File: config.mk
export PLATFORM = sky130hd
export DESIGN_NAME = chan_irq_queue
export DESIGN_NICKNAME = d
export VERILOG_FILES = /design/src/rtl/ciq_pkg.sv /design/src/rtl/ciq_event_capture.sv /design/src/rtl/ciq_fifo.sv /design/src/rtl/ciq_irq_gen.sv /design/src/rtl/chan_irq_queue.sv
export SDC_FILE = /design/constraint.sdc
export NUM_CORES = 1
export LEC_CHECK = 0
export BUFFER_PORTS_ARGS = -buffer_cell sky130_fd_sc_hd__buf_2
export CAP_MARGIN = 40
export CELL_PAD_IN_SITES_DETAIL_PLACEMENT = 1
export CELL_PAD_IN_SITES_GLOBAL_PLACEMENT = 1
export CORE_UTILIZATION = 30
export CTS_CLUSTER_DIAMETER = 120
export CTS_CLUSTER_SIZE = 25
export DETAILED_ROUTE_END_ITERATION = 8
export PLACE_DENSITY_LB_ADDON = 0.1
export SETUP_SLACK_MARGIN = 0.1
export SLEW_MARGIN = 20
export SYNTH_ARGS = -nofsm -noshare
export SYNTH_HDL_FRONTEND = slang
export SYNTH_SLANG_ARGS = --single-unit
File: constraint.sdc
create_clock -name clk -period 4.9 [get_ports clk]
set_input_delay 0.49 -clock clk [delete_from_list [all_inputs] [get_ports clk]]
set_output_delay 0.49 -clock clk [all_outputs]
set_load 0.02 [all_outputs]
File: src/rtl/ciq_pkg.sv
package ciq_pkg;
  localparam int GLOBAL_MASK_BIT = 5;
  localparam int SRC_B_MASK_BIT  = 4;
  localparam int SRC_A_MASK_BIT  = 3;
  localparam int CFG_W           = 16;

  // decides whether the edges of one channel may enter the queue
  function automatic logic evt_passes(input logic edge_a, input logic edge_b,
                                      input logic mask_a, input logic mask_b,
                                      input logic glob_mask);
    return !glob_mask && ((edge_a && !mask_a) || (edge_b && !mask_b));
  endfunction

  // next position of a circular pointer
  function automatic int unsigned ptr_step(input int unsigned p, input int unsigned depth);
    return (p == depth - 1) ? 0 : p + 1;
  endfunction
endpackage

File: src/rtl/ciq_event_capture.sv
module ciq_event_capture
  import ciq_pkg::*;
#(
  parameter int NUM_CH = 32,
  localparam int CH_W = (NUM_CH > 1) ? $clog2(NUM_CH) : 1
) (
  input  logic              clk,
  input  logic              rst,
  input  logic [NUM_CH-1:0] td_a,
  input  logic [NUM_CH-1:0] td_b,
  input  logic              cfg_wr,
  input  logic              cfg_main,
  input  logic [CH_W-1:0]   cfg_chan,
  input  logic [CFG_W-1:0]  cfg_wdata,
  input  logic              st_rd,
  input  logic [CH_W-1:0]   st_chan,
  input  logic              q_full,
  output logic              q_push,
  output logic              q_drop,
  output logic [CH_W-1:0]   q_chan,
  output logic              st_td
);
  logic [NUM_CH-1:0] a_q, b_q, edge_a, edge_b, new_evt;
  logic [NUM_CH-1:0] mask_a, mask_b, td_flag, pend, grant, td_clr;
  logic              glob_mask, pend_any;

  function automatic logic [CH_W-1:0] lowest_set(input logic [NUM_CH-1:0] v);
    logic [CH_W-1:0] r;
    r = '0;
    for (int i = NUM_CH - 1; i >= 0; i--)
      if (v[i]) r = CH_W'(i);
    return r;
  endfunction

  assign edge_a = td_a & ~a_q;
  assign edge_b = td_b & ~b_q;

  for (genvar g = 0; g < NUM_CH; g++) begin : g_chan
    assign new_evt[g] = evt_passes(edge_a[g], edge_b[g], mask_a[g], mask_b[g], glob_mask);
    assign td_clr[g]  = st_rd && (st_chan == CH_W'(g));
  end

  assign pend_any = |pend;
  assign q_chan   = lowest_set(pend);
  assign grant    = pend_any ? (NUM_CH'(1) << q_chan) : '0;
  assign q_push   = pend_any && !q_full;
  assign q_drop   = pend_any && q_full;

  always_ff @(posedge clk) begin
    if (rst) begin
      a_q       <= '0;
      b_q       <= '0;
      pend      <= '0;
      td_flag   <= '0;
      mask_a    <= '1;
      mask_b    <= '1;
      glob_mask <= 1'b1;
      st_td     <= 1'b0;
    end else begin
      a_q     <= td_a;
      b_q     <= td_b;
      pend    <= (pend & ~grant) | new_evt;
      td_flag <= (td_flag & ~td_clr) | edge_a | edge_b;
      if (st_rd) st_td <= td_flag[st_chan];
      if (cfg_wr) begin
        if (cfg_main) begin
          glob_mask <= cfg_wdata[GLOBAL_MASK_BIT];
        end else begin
          mask_a[cfg_chan] <= cfg_wdata[SRC_A_MASK_BIT];
          mask_b[cfg_chan] <= cfg_wdata[SRC_B_MASK_BIT];
        end
      end
    end
  end

  // a status read without a coinciding edge leaves the flag cleared
  assert_td_clear_R9: assert property (@(posedge clk) disable iff (rst)
    (st_rd && !edge_a[st_chan] && !edge_b[st_chan]) |=> !td_flag[$past(st_chan)]);

  // any edge, masked or not, leaves its flag set
  assert_td_set_R9: assert property (@(posedge clk) disable iff (rst)
    (|(edge_a | edge_b)) |=> (|td_flag));

  // under the global mask nothing new becomes pending
  assert_glob_block_R7: assert property (@(posedge clk) disable iff (rst)
    (glob_mask && !pend_any) |=> !pend_any);

  // the granted channel is pending and no lower channel is
  assert_low_first_R3: assert property (@(posedge clk) disable iff (rst)
    pend_any |-> (pend[q_chan] && ((pend & ((NUM_CH'(1) << q_chan) - NUM_CH'(1))) == '0)));
endmodule

File: src/rtl/ciq_fifo.sv
module ciq_fifo
  import ciq_pkg::*;
#(
  parameter int DEPTH = 16,
  parameter int W     = 5,
  localparam int AW = (DEPTH > 1) ? $clog2(DEPTH) : 1,
  localparam int CW = $clog2(DEPTH + 1)
) (
  input  logic         clk,
  input  logic         rst,
  input  logic         push,
  input  logic [W-1:0] din,
  input  logic         drop,
  input  logic         pop,
  output logic         empty,
  output logic         full,
  output logic         rd_valid,
  output logic [W-1:0] rd_data,
  output logic         overflow
);
  logic [W-1:0]  mem [DEPTH];
  logic [AW-1:0] wptr, rptr;
  logic [CW-1:0] count;
  logic          do_pop, do_push;

  assign empty   = (count == '0);
  assign full    = (count == CW'(DEPTH));
  assign do_pop  = pop && !empty;
  assign do_push = push && !full;

  always_ff @(posedge clk) begin
    if (do_push) mem[wptr] <= din;
  end

  always_ff @(posedge clk) begin
    if (rst) begin
      wptr     <= '0;
      rptr     <= '0;
      count    <= '0;
      rd_valid <= 1'b0;
      rd_data  <= '0;
      overflow <= 1'b0;
    end else begin
      if (do_push) wptr <= AW'(ptr_step(int'(wptr), DEPTH));
      if (do_pop)  rptr <= AW'(ptr_step(int'(rptr), DEPTH));
      count <= count + CW'(do_push) - CW'(do_pop);
      if (pop) begin
        rd_valid <= !empty;
        rd_data  <= empty ? '0 : mem[rptr];
      end
      if (drop) overflow <= 1'b1;
    end
  end

  assert_count_bound_R10: assert property (@(posedge clk) disable iff (rst)
    count <= CW'(DEPTH));

  assert_no_push_full_R10: assert property (@(posedge clk) disable iff (rst)
    !(push && full));

  assert_overflow_sticky_R10: assert property (@(posedge clk) disable iff (rst)
    overflow |=> overflow);

  assert_empty_read_R6: assert property (@(posedge clk) disable iff (rst)
    (pop && empty) |=> !rd_valid);

  assert_pop_valid_R1: assert property (@(posedge clk) disable iff (rst)
    (pop && !empty) |=> rd_valid);
endmodule

File: src/rtl/ciq_irq_gen.sv
module ciq_irq_gen (
  input  logic clk,
  input  logic rst,
  input  logic rd_strobe,
  input  logic q_nonempty,
  output logic irq_n
);
  logic hold;

  always_ff @(posedge clk) begin
    if (rst) begin
      hold  <= 1'b0;
      irq_n <= 1'b1;
    end else begin
      hold  <= rd_strobe;
      irq_n <= !(q_nonempty && !rd_strobe && !hold);
    end
  end

  // high on the cycle after a read
  assert_release_R5: assert property (@(posedge clk) disable iff (rst)
    rd_strobe |=> irq_n);

  // still high on the second cycle after a read
  assert_gap_R5: assert property (@(posedge clk) disable iff (rst)
    hold |=> irq_n);

  // the line is only low while entries remain
  assert_low_needs_entry_R4: assert property (@(posedge clk) disable iff (rst)
    !irq_n |-> q_nonempty);
endmodule

File: src/rtl/chan_irq_queue.sv
module chan_irq_queue
  import ciq_pkg::*;
#(
  parameter int NUM_CH = 32,
  parameter int DEPTH  = 16,
  localparam int CH_W = (NUM_CH > 1) ? $clog2(NUM_CH) : 1
) (
  input  logic              clk,
  input  logic              rst,
  input  logic [NUM_CH-1:0] td_a,
  input  logic [NUM_CH-1:0] td_b,
  input  logic              cfg_wr,
  input  logic              cfg_main,
  input  logic [CH_W-1:0]   cfg_chan,
  input  logic [CFG_W-1:0]  cfg_wdata,
  input  logic              fifo_rd,
  output logic              rd_valid,
  output logic [CH_W-1:0]   rd_chan,
  input  logic              st_rd,
  input  logic [CH_W-1:0]   st_chan,
  output logic              st_td,
  output logic              irq_n,
  output logic              overflow
);
  logic            q_push, q_drop, q_empty, q_full;
  logic [CH_W-1:0] q_chan;

  ciq_event_capture #(.NUM_CH(NUM_CH)) u_capture (
    .clk(clk), .rst(rst), .td_a(td_a), .td_b(td_b),
    .cfg_wr(cfg_wr), .cfg_main(cfg_main), .cfg_chan(cfg_chan), .cfg_wdata(cfg_wdata),
    .st_rd(st_rd), .st_chan(st_chan), .q_full(q_full),
    .q_push(q_push), .q_drop(q_drop), .q_chan(q_chan), .st_td(st_td)
  );

  ciq_fifo #(.DEPTH(DEPTH), .W(CH_W)) u_fifo (
    .clk(clk), .rst(rst), .push(q_push), .din(q_chan), .drop(q_drop),
    .pop(fifo_rd), .empty(q_empty), .full(q_full),
    .rd_valid(rd_valid), .rd_data(rd_chan), .overflow(overflow)
  );

  ciq_irq_gen u_irq (
    .clk(clk), .rst(rst), .rd_strobe(fifo_rd), .q_nonempty(!q_empty), .irq_n(irq_n)
  );

  // reset leaves the interrupt released and no overflow
  assert_reset_state_R11: assert property (@(posedge clk)
    rst |=> (irq_n && !overflow && !rd_valid));
endmodule

==> results of run 1 <==
## metrics by stage
step                      setup slack (ns)  instance area [µm²]  util (%)  hold slack [ns]
after CTS                             1.71                14000      34.2            0.155
after floorplan                       2.22                12400         -            0.395
after detailed placement              1.74                13500      33.0            0.410
after global routing                  1.50                14000      34.3            0.170
final                                 1.79                14000      34.3            0.180
after global placement                1.79                13400      32.8            0.406
## layout by cell type, fill, tap and decap left out, types with 4 or more instances in the layout
master	netlist	final
dfxtp_1	220	219
nor2_1	106	106
nor2b_1	94	94
buf_2	4	94
nand2b_1	88	88
edfxtp_1	80	80
nand2_1	62	62
o21ai_0	58	58
a211o_1	48	48
a31oi_1	34	34
and3_1	33	33
mux4_2	30	30
a21oi_1	30	29
a211oi_1	20	20
inv_1	19	19
nand3b_1	19	19
clkbuf_16	0	17
o22ai_1	16	16
o22a_1	16	16
nor4_1	15	15
ha_1	11	11
nor3_1	9	9
buf_4	1	9
nand3_1	8	8
o21ai_1	8	8
or4_1	6	6
o31ai_1	6	6
mux2i_1	6	6
or3_1	5	5
a22o_1	5	5
clkbuf_1	51	5
xor2_1	4	4
## path summary, 6_finish.rpt
| kind | end | slack, ns |
|---|---|---|
| hold reg to reg | u_irq.irq_n | 0.43 |
| hold / removal | u_capture.a_q[24] | 0.18 |
| setup / recovery | u_fifo.count[4] | 1.79 |
| setup reg to reg | u_fifo.count[4] | 1.79 |
## critical path, cell delays in order, from the launching register on
cell and delay [ns]:
dfxtp_1 0.32, inv_1 0.08, ha_1 0.17, nor4b_1 0.46, nand2b_1 0.31, inv_1 0.13
ha_1 0.31, inv_1 0.04, ha_1 0.20, inv_1 0.08, fa_1 0.22, inv_1 0.05
a21oi_1 0.14, nor2_1 0.06, or3_1 0.34, a21oi_1 0.13
## sequential cells by signal, indices dropped and copies added (netlist names), 4 cells and up, named ones only
register	cells
u_fifo.wptr	4
u_fifo.rptr	4
u_capture.a_q	32
u_capture.mask_b	32
u_capture.mask_a	32
u_fifo.mem	80
u_fifo.rd_data	5
u_capture.td_flag	32
u_capture.pend	32
u_fifo.count	5
u_capture.b_q	32
## power by group through the flow
| stage | clock (mW) | combinational (mW) | sequential, mW |
|---|---|---|---|
| 3_5_place_dp | 0 | 0.675 | 2.78 |
| 4_1_cts | 1.59 | 0.678 | 2.72 |
| 6_report | 1.52 | 0.702 | 2.69 |
| 3_3_place_gp | 0 | 0.649 | 2.79 |
| 5_1_grt | 1.67 | 0.780 | 2.71 |
| 2_1_floorplan | 0 | 0.469 | 2.74 |
## kinds of logic after synthesis
kind of cell / Yosys count / synth area share (%)
flip-flops: 300 / 54.7
XOR/XNOR: 5 / 0.352
buffers and inverters: 79 / 2.47
multiplexers: 36 / 5.91
AO/OA/AOI/OAI: 263 / 14.7
adder cells (fa/ha/maj): 12 / 1.27
AND/OR/NAND/NOR: 464 / 20.6
## per-layer routing
layer,wire (µm),vias to the layer above,global-route usage (%),share of wire (%)
met3,1130,28,2.30,3.2
li1,-,4339,-,-
met4,590,0,3.25,1.7
met5,0,-,0,0
met1,16700,4432,22.7,47
met2,17100,115,29.4,48
## area by class of cell
cell class	count	area share (%)
Multi-Input combinational cell	780	38.1
Inverter	20	0.553
Sequential cell	300	48.6
Timing Repair Buffer	110	4.65
Clock inverter	2	0.196
Tap cell	532	4.75
Clock buffer	22	3.17
==> implementation parameters, run 1 <==
Parameter                              Value

Outcome
  Result of the run    completed

Final layout
  Count of antenna diodes in the layout    0
  Area occupied by multi-input gates    5340 µm²
  Fraction of final layout cells with drive strength greater than 1    14.7%
  NumNets Final    1336
  Final standard cell count with taps included and fillers excluded    1766
  Layout overhead on the synthesized area    12.6%
  Number of fillers in the final layout    4531
  Area taken by flip-flops and latches    6810 µm²

Clocking
  CTS Buffer Depth    3
  H-tree depth    1
  Worst-skew pair later-pin latency    0.53 ns
  # hold bufs at CTS    0
  CTS buffer count    16
  Root Buffer    clkbuf_16
  Clock tree from TritonCTS    yes
  Clock-pin transition on the worst setup and hold timing paths    0.11 ns
  Post-CTS setup buffers    0
  Post-cts resize count    0
  Clk sinks    300

Worst setup path
  CP max FO    6
  Worst setup path startpoint    u_fifo.count[2]
  Number of cells on the worst reg-to-reg path    15
  Start-to-end type of the worst setup path    reg -> reg
  Launch point of the worst reg-to-reg path    u_fifo.count[2]
  Type of element capturing the critical path    flip-flop
  Endpoint arrival time on the critical path    3.56 ns
  Nature of the critical path startpoint    flip-flop
  Critical path required time    5.34 ns

Timing
  Number of endpoints with negative hold slack in the final report    0
  Max Transition Viols Final    0
  Min Clock Period, post-route    3.11 ns
  Slew @ Worst Pin    0.881 ns
  Worst Clk Skew    0.0306 ns
  Post-route clock period utilization    63.6%
  Worst slew margin relative to its limit    41.3%
  Achievable Freq    321 MHz
  Unrepaired setup endpoints after global routing    false
  Total of endpoints with negative setup slack in the final report    0
  Total Neg Setup Slack    0 ns

Place
  Count of input and output buffers    91
  Cells after DPL    1738
  Detailed placer's ending HPWL    25100 µm
  RePlAce Congestion    0.769

Global routing
  Pin count of the biggest net entering global routing    113
  Global route total overflow    0
  First-pass GRT wire length    55000 µm
  Number of antenna violations at the first check in global routing    0
  Vias in the first global route    9237
  GRT Resource Usage Total    17.0%

Power
  Total Power    4.91 mW
  Switching part of the total    26.6%
  Cell internal pwr    3.61 mW
  Combinational share of power    14.3%
  Power per Cell Area    351 nW/µm²
  Reg power frac    54.8%
  Largest vdd supply drop    231 µV
  Clock network fraction of total power    30.9%
  Net switching power    1.31 mW
  Leakage power figure    4.93 nW

Die
  Area inside the core boundary    40800 µm²
  Total I/O pin count    105
  Die Area    42300 µm²
  Horizontal extent of the die    206 µm
  Placement Rows    74
  Initial core utilization    30.5%
  Die Height    206 µm

Yosys
  Sequential element share of the synthesized area    54.7%
  Yosys warning total    0
  Post-Syn Instances    1159
  Fraction of post-synthesis cell area in the top cell type by area    35.4%
  Number of enable flip-flop cells after synthesis    80
  Fraction of registers with async set/reset    0%
  Post-Syn Area    12400 µm²
  Post-Syn Area per Cell    10.7 µm²
  Top cell types by occurrence after synthesis    dfxtp_1, nor2_1, nor2b_1
  Flop and latch count out of synthesis    300
  Most used standard cell by instance count after synthesis    dfxtp_1
  Unique masters post-synth    66
  Top cells by area, synth    dfxtp_1, edfxtp_1, mux4_2
  Syn nets    1267
  Flip-flop cell with the highest count after synthesis    dfxtp_1
  Library cell with the largest summed area after synthesis    dfxtp_1

Detailed routing
  Detailed router's first-iteration violation count    468
  Vias    8914
  Remaining antenna violation count after routing    0
  Post-route DRC violation count    0
  Routed WL per cell    20.1 µm
  Number of vias per cell after detailed routing    5.05
  Final WL    35500 µm
  Drt pass-1 iters    6

Worst hold path
  Start point of the worst hold path    td_a[24]
  Depth of the worst hold-timing path    2
  Class of the tightest hold or removal check    in -> reg

Flow run
  Count of maximum capacitance violations    0
No activity file was read; power rests on OpenSTA's default activity.
==> run 2: changes to the inputs <==
--- a/config.mk
+++ b/config.mk
@@ -5,6 +5,7 @@
 export SDC_FILE = /design/constraint.sdc
 export NUM_CORES = 1
 export LEC_CHECK = 0
+export ABC_AREA = 1
 export BUFFER_PORTS_ARGS = -buffer_cell sky130_fd_sc_hd__buf_2
 export CAP_MARGIN = 40
 export CELL_PAD_IN_SITES_DETAIL_PLACEMENT = 1
==> constraint.sdc (replaced) <==
create_clock -name clk -period 2.7 [get_ports clk]
set_input_delay 0.27 -clock clk [delete_from_list [all_inputs] [get_ports clk]]
set_output_delay 0.27 -clock clk [all_outputs]
set_load 0.02 [all_outputs]
==> implementation parameters, run 2 <==
Parameter                              Value

Global routing
  Number of antenna violations at the first check in global routing    0
  Global route total overflow    0
  Pin count of the biggest net entering global routing    133
  GRT Resource Usage Total    18.0%
  Vias in the first global route    10.3k
  First-pass GRT wire length    58400 µm

Timing
  Worst slew margin relative to its limit    47.4%
  Number of endpoints with negative hold slack in the final report    0
  Worst path setup slack after routing    0.0454 ns
  Worst Clk Skew    0.0221 ns
  Min Clock Period, post-route    2.65 ns
  Post-route clock period utilization    98.3%
  Total Neg Setup Slack    0 ns
  Achievable Freq    377 MHz
  Total of endpoints with negative setup slack in the final report    0
  Unrepaired setup endpoints after global routing    true
  Max Transition Viols Final    0
  Tightest hold margin    0.0331 ns
  Slew @ Worst Pin    0.770 ns

Final layout
  Post-layout utilization of the core    36.9%
  Largest register by flop count    u_fifo.mem
  NumNets Final    1682
  Max FFs per register    80
  Number of fillers in the final layout    4732
  Most frequent standard cell in the layout excluding fill and tap cells    dfxtp_1
  Leading cell types in the layout, fill and taps excluded    dfxtp_1, inv_1, nand2_1, nor2_1, buf_2
  Fraction of final layout cells with drive strength greater than 1    16.2%
  Area taken by flip-flops and latches    6810 µm²
  Layout overhead on the synthesized area    20.2%
  Area occupied by multi-input gates    4630 µm²
  Design Area, Final    14800 µm²
  Count of antenna diodes in the layout    0

Detailed routing
  Vias    10.0k
  Number of vias per cell after detailed routing    4.76
  Post-route DRC violation count    0
  Final WL    37400 µm
  Routed WL per cell    17.8 µm
  Remaining antenna violation count after routing    0
  Detailed router's first-iteration violation count    456
  Drt pass-1 iters    4

Worst setup path
  CP max FO    6
  Type of element capturing the critical path    flip-flop
  Cell occurring most often along the worst timing path    nand2_1
  Critical path required time    3.09 ns
  Launch point of the worst reg-to-reg path    u_capture.pend[29]
  Critical R2R Capture    u_capture.pend[31]
  Endpoint arrival time on the critical path    3.04 ns
  Start-to-end type of the worst setup path    reg -> reg
  Critical path buffer and inverter count    1
  Largest stage delay on the critical path    0.35 ns
  Worst path slowest cell    dfxtp_2
  Nature of the critical path startpoint    flip-flop
  Category of cells accounting for the largest share of critical-path delay    simple AND/OR/NAND/NOR gates
  Reg-to-reg setup timing slack    0.05 ns
  Worst setup path startpoint    u_capture.pend[29]
  Number of cells on the worst reg-to-reg path    35

Yosys
  Synth Area in Simple Gates    16.8%
  Library cell with the largest summed area after synthesis    dfxtp_1
  Largest family of logic cells by synthesized area    compound AO/OA/AOI/OAI gates
  Post-Syn Area    12300 µm²
  Top cell types by occurrence after synthesis    dfxtp_1, inv_1, nand2_1
  Syn nets    1518
  Fraction of registers with async set/reset    0%
  Adder and majority gate portion of the synthesized area    1.28%
  Flip-flop cell with the highest count after synthesis    dfxtp_1
  Yosys warning total    0
  Post-Syn Area per Cell    8.73 µm²
  Top cells by area, synth    dfxtp_1, edfxtp_1, inv_1
  Parity-gate share of the synthesized area counting xor and xnor cells    0.142%
  Fraction of post-synthesis cell area in the top cell type by area    35.8%
  Number of enable flip-flop cells after synthesis    80
  Unique masters post-synth    44
  Share of synthesized area spent on multiplexers    1.46%
  Flop and latch count out of synthesis    300
  Most used standard cell by instance count after synthesis    dfxtp_1
  Area fraction in compound gates after synthesis    17.0%
  Post-Syn Instances    1410
  Sequential element share of the synthesized area    55.3%

Place
  Detailed placer's ending HPWL    26800 µm
  Count of input and output buffers    91
  Setup Slack @ Placement    0.00446 ns
  Instance area at placement    13500 µm²
  RePlAce Congestion    0.810

Power
  Power per Cell Area    606 nW/µm²
  Leakage power figure    6.17 nW
  Largest vdd supply drop    362 µV

Worst hold path
  Min-Delay Endpoint    u_capture.glob_mask
  Depth of the worst hold-timing path    2
  Start point of the worst hold path    cfg_wr
  Class of the tightest hold or removal check    in -> reg

Clocking
  H-tree depth    1
  Root Buffer    clkbuf_16
  CTS buffer count    15
  Clock tree from TritonCTS    yes
  Clk sinks    300
  Clock-pin transition on the worst setup and hold timing paths    0.10 ns
  CTS Buffer Depth    3
  Worst-skew pair later-pin latency    0.51 ns

Die
  Placement Rows    73
  Horizontal extent of the die    205 µm
  Die Height    205 µm
  Initial core utilization    30.7%
  Area inside the core boundary    40100 µm²
  Die Area    41800 µm²
  Total I/O pin count    105

Outcome
  Result of the run    completed

Flow run
  Count of maximum capacitance violations    0
[run 2: worst max-delay path by stage]
stage / endpoint / cells after the start
finish: u_capture.pend[31] / 35
global route: u_capture.pend[31] / 36
CTS: u_capture.pend[28] / 35
detailed placement: u_capture.pend[28] / 35
global placement: u_capture.pend[28] / 35
floorplan: u_capture.pend[31] / 21
[run 2: routing by layer]
layer / routed length, µm / up-vias / global-route usage [%]
met5: 0 / - / 0
met2: 18500 / 111 / 32.3
met3: 777 / 47 / 1.69
met1: 16900 / 4832 / 22.4
met4: 1330 / 0 / 6.32
li1: - / 5012 / -
[run 2: logic make-up (layout without fill, tap and decap cells)]
kind of cell               count (synthesis)  after routing
buffers and inverters                    262            429
adders and majority gates                 12             12
and+or+nand+nor                          474            474
AOI/OAI and AO/OA                        342            342
DFF                                      300            300
muxes                                     18             18
xor gates and xnor gates                   2              2
[run 2: what timing repair did]
item                                   in CTS  in global routing
gates cloned                                0                  1
endpoints found under the hold margin      66                  0
hold buffers                               67                  0
setup endpoints to repair                  37                 54
buffers inserted                            2                  6
pin swaps                                   2                 17
resized for setup                          10                 36
[run 2: through the flow]
stage	instances	total power, mW
floorplan	1410	5.90
global placement	2005	6.46
detailed placement	2006	6.49
CTS	2095	9.08
global route	2102	9.45
finish	2102	8.96
[run 2: worst reg2reg max path, delay by kind of cell (launching register included)]
kind	cells	cell delay [ns]
flip-flops	1	0.35
buffers and inverters	1	0.05
AND/OR/NAND/NOR	33	1.97
AO/OA/AOI/OAI	1	0.14
[run 2: power breakdown]
part           switching [mW]  internal (mW)
Clock                    1.46           1.03
Combinational           0.916          0.622
Sequential              0.144           4.79
[run 2: final cells by class]
cell class,instances,share of cell area (%)
multi-input cells,848,31.3
well taps,525,4.44
inverters,213,5.42
clock buffers,20,2.67
repair buffers,196,10.0
flip-flops and latches,300,46.1
==> run 3: changes to the inputs <==
--- a/config.mk
+++ b/config.mk
@@ -10,7 +10,7 @@
 export CAP_MARGIN = 40
 export CELL_PAD_IN_SITES_DETAIL_PLACEMENT = 1
 export CELL_PAD_IN_SITES_GLOBAL_PLACEMENT = 1
-export CORE_UTILIZATION = 30
+export CORE_UTILIZATION = 45
 export CTS_CLUSTER_DIAMETER = 120
 export CTS_CLUSTER_SIZE = 25
 export DETAILED_ROUTE_END_ITERATION = 8
==> constraint.sdc (replaced) <==
create_clock -name clk -period 2.5 [get_ports clk]
set_input_delay 0.25 -clock clk [delete_from_list [all_inputs] [get_ports clk]]
set_output_delay 0.25 -clock clk [all_outputs]
set_load 0.02 [all_outputs]
==> implementation parameters, run 3 (synthesis gave the netlist of run 2 again) <==
Parameter                              Value

Clocking
  Root Buffer    clkbuf_16
  Clock-pin transition on the worst setup and hold timing paths    0.10 ns
  Worst-skew pair later-pin latency    0.51 ns
  H-tree depth    1
  Clock tree from TritonCTS    yes
  CTS Buffer Depth    3
  Clk sinks    300
  CTS buffer count    15

Detailed routing
  Final WL    37000 µm
  Remaining antenna violation count after routing    0
  Vias    10.4k
  Number of vias per cell after detailed routing    5.39
  Routed WL per cell    19.1 µm
  Detailed router's first-iteration violation count    841
  Post-route DRC violation count    0
  Drt pass-1 iters    7

Place
  Instance area at placement    13400 µm²
  RePlAce Congestion    0.893
  Count of input and output buffers    91
  Setup Slack @ Placement    -0.444 ns
  Detailed placer's ending HPWL    25900 µm

Final layout
  Largest register by flop count    u_fifo.mem
  Design Area, Final    14800 µm²
  Most frequent standard cell in the layout excluding fill and tap cells    dfxtp_1
  Leading cell types in the layout, fill and taps excluded    dfxtp_1, inv_1, nand2_1, nor2_1, buf_2
  Max FFs per register    80
  NumNets Final    1702
  Fraction of final layout cells with drive strength greater than 1    18.3%
  Layout overhead on the synthesized area    20.2%
  Number of fillers in the final layout    3116
  Area taken by flip-flops and latches    6810 µm²
  Count of antenna diodes in the layout    0
  Area occupied by multi-input gates    4730 µm²
  Post-layout utilization of the core    55.0%

Die
  Horizontal extent of the die    167 µm
  Die Height    167 µm
  Placement Rows    60
  Area inside the core boundary    26900 µm²
  Total I/O pin count    105
  Die Area    28000 µm²
  Initial core utilization    45.8%

Global routing
  M1 GR Usage    35.2%
  GRT Resource Usage Total    26.1%
  Vias in the first global route    10.6k
  Met3 global-route usage    3.29%
  Met2 Use GR    44.8%
  Number of antenna violations at the first check in global routing    0
  Global route total overflow    0
  Pin count of the biggest net entering global routing    66
  Most used routing layer    met2
  First-pass GRT wire length    57100 µm

Timing
  Achievable Freq    366 MHz
  Slew @ Worst Pin    0.738 ns
  Total of endpoints with negative setup slack in the final report    46
  Unrepaired setup endpoints after global routing    true
  Worst slew margin relative to its limit    50.6%
  Number of endpoints with negative hold slack in the final report    0
  Min Clock Period, post-route    2.73 ns
  Worst path setup slack after routing    -0.232 ns
  Post-route clock period utilization    109%
  Max Transition Viols Final    0
  Worst Clk Skew    0.0292 ns

Worst setup path
  Critical path required time    2.86 ns
  Largest stage delay on the critical path    0.35 ns
  Nature of the critical path startpoint    flip-flop
  Cell occurring most often along the worst timing path    nand2_1
  Launch point of the worst reg-to-reg path    u_capture.pend[30]
  Endpoint arrival time on the critical path    3.09 ns
  CP max FO    5
  Worst setup path startpoint    u_capture.pend[30]
  Start-to-end type of the worst setup path    reg -> reg
  Type of element capturing the critical path    flip-flop
  Worst path slowest cell    dfxtp_2

Worst hold path
  Start point of the worst hold path    cfg_wr
  Class of the tightest hold or removal check    in -> reg

Power
  Total Power    9.63 mW
  Power per Cell Area    651 nW/µm²
  Leakage power figure    6.28 nW
  Largest vdd supply drop    522 µV

Outcome
  Result of the run    finished, violations left
  Violated checks    setup timing

Flow run
  Count of maximum capacitance violations    0
run 3: cell types whose count changed in the layout (fill, tap and decap cells not counted), sizes merged:
cell         previous run  this run
clkbuf                 21        20
clkinvlp                0         1
dlygate4sd3            67        66
inv                   211       212
clkinv                  2         1
buf                   128       150
run 3: per-layer routing:
layer / up-vias / part of all wire [%]
met5: - / 0
met4: 0 / 1.7
met3: 38 / 4.1
met2: 204 / 48
met1: 5154 / 46
li1: 5051 / -
run 3: metrics by stage:
step | instances | hold slack, ns | TNS, ns
detailed placement | 1842 | 0.413 | -20.54
floorplan | 1410 | 0.368 | 0
CTS | 1934 | 0.0254 | -3.63
global route | 1939 | 0.0413 | -18.16
global placement | 1842 | 0.405 | -9.64
finish | 1939 | 0.0399 | -6.66
run 3: layout make-up:
class	instances	share of cell area (%)
Clock buffer	20	2.66
Timing Repair Buffer	216	10.9
Sequential cell	300	46.1
Tap cell	341	2.88
Clock inverter	1	0.0592
Inverter	213	5.43
Multi-Input combinational cell	848	32.0
run 3: worst paths after layout:
check	to	cells after the start	slack, ns
max	u_capture.pend[28]	35	-0.23
min	u_capture.glob_mask	2	0.04
min reg2reg	u_irq.irq_n	1	0.43
max reg2reg	u_capture.pend[28]	35	-0.23
run 3: critical path: cells and delay by family (launching register included):
family	cells	cell delay [ns]
AND/OR/NAND/NOR	32	1.93
AO/OA/AOI/OAI	2	0.26
flip-flops	1	0.35
buffers and inverters	1	0.03
run 3: timing repair:
item	in CTS	in global routing
gates cloned	0	0
endpoints found under the setup margin	133	151
pin swaps	7	11
buffers inserted	5	6
endpoints found under the hold margin	66	0
gates resized for setup	38	35
hold buffers	66	0
run 3: power by group:
| part | switching, mW | internal (mW) |
|---|---|---|
| Clock | 1.54 | 1.12 |
| Sequential | 0.155 | 5.17 |
| Combinational | 0.969 | 0.673 |
| Total | 2.66 | 6.97 |
